--- src/rtl/hilo_muldiv.sv ---
module hilo_muldiv #(
  parameter int W = 32
) (
  input  logic         clk,
  input  logic         rst_n,
  input  logic         start,
  input  logic [1:0]   op,
  input  logic [W-1:0] a,
  input  logic [W-1:0] b,
  input  logic         wr_hi,
  input  logic         wr_lo,
  input  logic [W-1:0] wr_data,
  input  logic         rd_req,
  output logic [W-1:0] hi,
  output logic [W-1:0] lo,
  output logic         busy,
  output logic         stall
);
  localparam int CW = (W > 2) ? $clog2(W) : 1;

  logic [CW-1:0] cnt;
  logic          is_div, neg_q, neg_r;
  logic [W-1:0]  wa, wq, wd;

  wire sa = ~op[0] & a[W-1];
  wire sb = ~op[0] & b[W-1];
  wire [W-1:0] mag_a = sa ? -a : a;
  wire [W-1:0] mag_b = sb ? -b : b;

  wire [W:0]   msum = {1'b0, wa} + (wq[0] ? {1'b0, wd} : {(W+1){1'b0}});
  wire [W:0]   trial = {wa, wq[W-1]};
  wire [W+1:0] dsub = {1'b0, trial} - {2'b00, wd};
  wire         fits = ~dsub[W+1];

  wire [W-1:0] wa_n = is_div ? (fits ? dsub[W-1:0] : trial[W-1:0]) : msum[W:1];
  wire [W-1:0] wq_n = is_div ? {wq[W-2:0], fits} : {msum[0], wq[W-1:1]};

  wire [2*W-1:0] prod   = {wa_n, wq_n};
  wire [2*W-1:0] prod_f = neg_q ? -prod : prod;
  wire [W-1:0]   quo_f  = neg_q ? -wq_n : wq_n;
  wire [W-1:0]   rem_f  = neg_r ? -wa_n : wa_n;

  assign stall = rd_req & busy;

  always_ff @(posedge clk or negedge rst_n) begin
    if (!rst_n) begin
      busy <= 1'b0; cnt <= '0; is_div <= 1'b0; neg_q <= 1'b0; neg_r <= 1'b0;
      wa <= '0; wq <= '0; wd <= '0; hi <= '0; lo <= '0;
    end else if (start) begin
      busy   <= 1'b1;
      cnt    <= CW'(W - 1);
      is_div <= op[1];
      neg_q  <= sa ^ sb;
      neg_r  <= sa;
      wa     <= '0;
      wq     <= mag_a;
      wd     <= mag_b;
    end else if (wr_hi || wr_lo) begin
      busy <= 1'b0;
      if (wr_hi) hi <= wr_data;
      if (wr_lo) lo <= wr_data;
    end else if (busy) begin
      wa <= wa_n;
      wq <= wq_n;
      if (cnt == '0) begin
        busy <= 1'b0;
        hi   <= is_div ? rem_f : prod_f[2*W-1:W];
        lo   <= is_div ? quo_f : prod_f[W-1:0];
      end else begin
        cnt <= cnt - 1'b1;
      end
    end
  end

  assert_start_busy_R7: assert property (@(posedge clk) disable iff (!rst_n)
    start |=> busy);
  assert_stall_idle_R8: assert property (@(posedge clk) disable iff (!rst_n)
    !busy |-> !stall);
  assert_write_hi_R9: assert property (@(posedge clk) disable iff (!rst_n)
    (wr_hi && !start) |=> (hi == $past(wr_data)) && !busy);
  assert_write_lo_R9: assert property (@(posedge clk) disable iff (!rst_n)
    (wr_lo && !start) |=> (lo == $past(wr_data)) && !busy);
  assert_hold_idle_R12: assert property (@(posedge clk) disable iff (!rst_n)
    (!busy && !start && !wr_hi && !wr_lo) |=> $stable(hi) && $stable(lo));
  assert_no_early_result_R11: assert property (@(posedge clk) disable iff (!rst_n)
    (start && wr_hi && !$past(busy)) |=> $stable(hi));
endmodule

--- config.mk ---
export PLATFORM = sky130hd
export DESIGN_NAME = hilo_muldiv
export DESIGN_NICKNAME = d
export VERILOG_FILES = /design/src/rtl/hilo_muldiv.sv
export SDC_FILE = /design/constraint.sdc
export NUM_CORES = 1
export LEC_CHECK = 0
export ABC_AREA = 1
export BUFFER_PORTS_ARGS = -buffer_cell sky130_fd_sc_hd__buf_2
export CORE_UTILIZATION = 49
export CTS_CLUSTER_DIAMETER = 50
export DETAILED_ROUTE_END_ITERATION = 16
export PLACE_DENSITY = 0.68
export RECOVER_POWER = 50
export SLEW_MARGIN = 5
export SYNTH_ARGS = -nofsm -noshare
export SYNTH_HDL_FRONTEND = slang
export SYNTH_SLANG_ARGS = --single-unit
--- constraint.sdc ---
create_clock -name clk -period 5.4 [get_ports clk]
set_clock_uncertainty 0.15 [all_clocks]
set_input_delay 0.27 -clock clk [delete_from_list [all_inputs] [get_ports clk]]
set_output_delay 0.27 -clock clk [all_outputs]
set_load 0.01 [all_outputs]
==> flow_metrics.py <==
metrics = {
    "sta": {
        "slew_headroom": -1.27,
        "finalSetupViolations": 0,
        "period_needed_ns": 4.77,
        "drv_slew": 238,
        "fmax_ghz": 0.209,
        "hold_violations": 0,
        "rsz0062_at_grt": "no",
        "worst-slew-pin-transition_ns": 3.40,
        "tns_ns": 0,
        "fin_crit_sh": 0.884,
    },
    "yosys": {
        "synth-seq-area-share": 0.243,
        "synth_common_cells": "835 x nand2_1, 393 x inv_1, 292 x nor2_1, 252 x nand3_1",
        "synthDistinctLibCells": 57,
        "syn_area_mm2": 0.0174,
        "async_flop_share": 1.00,
        "synth_top_area_frac": 0.243,
        "synth_edf_count": 0,
        "ys_warn_count": 0,
        "postSynthAreaPerCell_um2": 6.04,
        "syn_inst": 2885,
        "synth_nets": 3061,
        "ys_top_cells_by_area": "dfrtp_1 24%, nand2_1 18%, inv_1 8.5%, nand3_1 7.2%, nor2_1 6.3%",
        "ys.flop_type": "dfrtp_1",
        "ys_ff_latch": 169,
        "synth_largest_area_cell": "dfrtp_1",
        "post-synth-top-count-cell": "nand2_1",
    },
    "pwr": {
        "max-vdd-ir-drop_mv": 0.238,
        "power.density_mw_per_mm2": 254,
        "finalPower_mw": 5.02,
        "cellLeakagePower_nw": 10.2,
    },
    "worst_setup_path": {
        "cp_common_cell": "nand2_1",
        "critPathSlowestCell": "dfrtp_1",
        "r2r_end": "hi[28]",
        "cp_slowest_stage_delay_ns": 0.49,
        "cp-start-kind": "register",
        "crit_type": "reg2reg",
        "r2r_setup_slack_ns": 0.63,
        "worstPathRequired_ns": 5.65,
        "crit_fanout": 21,
        "r2r-start": "wa[1]",
        "r2r_cells": 29,
        "worstPathArrival_ns": 5.03,
        "endpoint_kind": "register",
    },
    "clocking": {
        "cts-root-buf": "clkbuf_16",
        "cts_hold_buf": 57,
        "htreeDepth": 4,
        "clockBufferDepth": 2,
        "cts_setup_buffers": 0,
        "ctsResizeCount": 0,
        "clk_pin_slew_ns": 0.09,
        "cts_tree": "done",
        "cts_num_sinks": 169,
        "clock_latency_ns": 0.48,
        "cts_buffers": 17,
    },
    "hold_path": {
        "hold_depth": 3,
        "hold_class": "in2reg",
        "holdPathEnd": "wq[10]",
        "hp-start": "a[10]",
    },
    "cells_and_area": {
        "fin_nets": 3246,
        "num-fill-cells": 3547,
        "areaGrowthSynthToFinish_pct": 13.3,
        "drive_above_1_share": 0.0976,
        "diodes": 0,
    },
    "floorplan": {
        "initial_core_util": 0.501,
        "num_io_pins": 170,
        "die_height_um": 191,
        "core_mm2": 0.0348,
        "die_area_mm2": 0.0363,
        "num_rows": 68,
        "die_w_um": 191,
    },
    "run_status": {
        "violations": "max-capacitance violations, max-slew violations",
        "status": "complete, but fails checks",
    },
    "grt": {
        "grt_pass1_wl_um": 110000,
        "grt_max_degree": 85,
        "grt_util_all_layers": 0.400,
        "grt-ovfl-total": 0,
        "antenna_found_initial": 3,
        "grt_pass1_vias": 18700,
    },
    "detailed_routing": {
        "ant_nets": 0,
        "wl_met2_um": 30500,
        "drt_iter0_markers": 2495,
        "top_layer_used": "met5",
        "wl_met1_um": 31700,
        "drt_wl_total_um": 72300,
        "via_count": 20400,
        "viasPerCell": 5.78,
        "wl_per_cell_um": 20.4,
        "drc_errors": 0,
        "drtPass1Iterations": 7,
        "wl_met3_um": 7900,
    },
    "flow_run": {
        "max_cap_viol_count": 4,
    },
    "placed_design": {
        "gp_congestion": 1.03,
        "portBuffers": 169,
        "hpwl_um": 57200,
    },
}
-- metal layers --
metal | GRT usage | vias up
met2 | 0.594 | 1096
met4 | 0.127 | 2
met5 | 0 | -
met3 | 0.103 | 138
li1 | - | 9735
met1 | 0.564 | 9466
-- worst max-delay path by stage --
| stage | from | end | cells past startpoint |
|---|---|---|---|
| after floorplan | wa[1] | hi[30] | 31 |
| after global placement | wd[16] | hi[28] | 30 |
| after detailed placement | wa[5] | hi[28] | 29 |
| after CTS | wa[5] | hi[28] | 29 |
| after global routing | rst_n | lo[6] | 3 |
| final | wa[1] | hi[28] | 29 |
-- power breakdown --
| part | leakage (nW) | switching [mW] | total, mW | internal, mW |
|---|---|---|---|---|
| combinational | 7.84 | 1.48 | 2.13 | 0.656 |
| clock | 0.295 | 0.644 | 1.33 | 0.682 |
| sequential | 2.04 | 0.142 | 1.56 | 1.42 |
| total | 10.2 | 2.26 | 5.02 | 2.76 |
-- stage by stage --
| step | hold slack (ns) | util | setup slack [ns] | area (µm²) | std cells |
|---|---|---|---|---|---|
| 6_report | 0.00636 | 0.568 | 0.626 | 19800 | 3538 |
| 5_1_grt | 0.0227 | 0.568 | 0.144 | 19800 | 3538 |
| 3_5_place_dp | 0.134 | 0.537 | 0.717 | 18700 | 3449 |
| 4_1_cts | 0.000920 | 0.570 | 0.699 | 19900 | 3538 |
| 3_3_place_gp | 0.132 | 0.537 | 0.820 | 18700 | 3449 |
| 2_1_floorplan | -0.176 | - | 1.62 | 17400 | 2885 |
-- cell type report --
cell class | count | area [µm²] | area share
Multi-Input combinational cell | 2209 | 11200 | 0.567
Sequential cell | 169 | 4230 | 0.214
Timing Repair Buffer | 266 | 1620 | 0.0821
Inverter | 407 | 1530 | 0.0774
Tap cell | 455 | 569 | 0.0288
Clock buffer | 19 | 453 | 0.0229
Clock inverter | 13 | 150 | 0.00760
-- worst max-delay path, delay by kind of cell (launching register included) --
family / cells / cell delay, ns
DFF: 1 / 0.49
adders and majority gates: 2 / 0.60
and+or+nand+nor: 23 / 3.01
buffers and inverters: 3 / 0.24
AOI/OAI and AO/OA: 1 / 0.18
-- cells in the final DEF, fill, tap and decap left out, types with 42 or more instances in the layout --
cell / netlist / routed
a21oi_1: 154 / 153
nand4_1: 42 / 42
nand2_1: 835 / 835
dlygate4sd3_1: 0 / 57
buf_2: 17 / 102
nor2_1: 292 / 290
nand3_1: 252 / 252
ha_1: 70 / 70
inv_1: 393 / 392
clkbuf_1: 64 / 70
o21ai_0: 169 / 168
dfrtp_1: 169 / 167
-- flip-flops by register name (all words and copies together) (netlist names) --
register and count:
hi 32, lo 32, wa 32, wd 32, wq 32, cnt 5
busy 1, is_div 1, neg_q 1, neg_r 1
-- logic make-up (layout without fill, tap and decap cells) --
kind of cell	after synthesis	in the layout	share of synthesized area
compound gates	490	490	0.162
flops	169	169	0.243
buf+inv	507	705	0.117
simple gates	1593	1593	0.400
xor+xnor	54	54	0.0271
fa+ha+maj	72	72	0.0525
(Power assumes the default switching activity.)
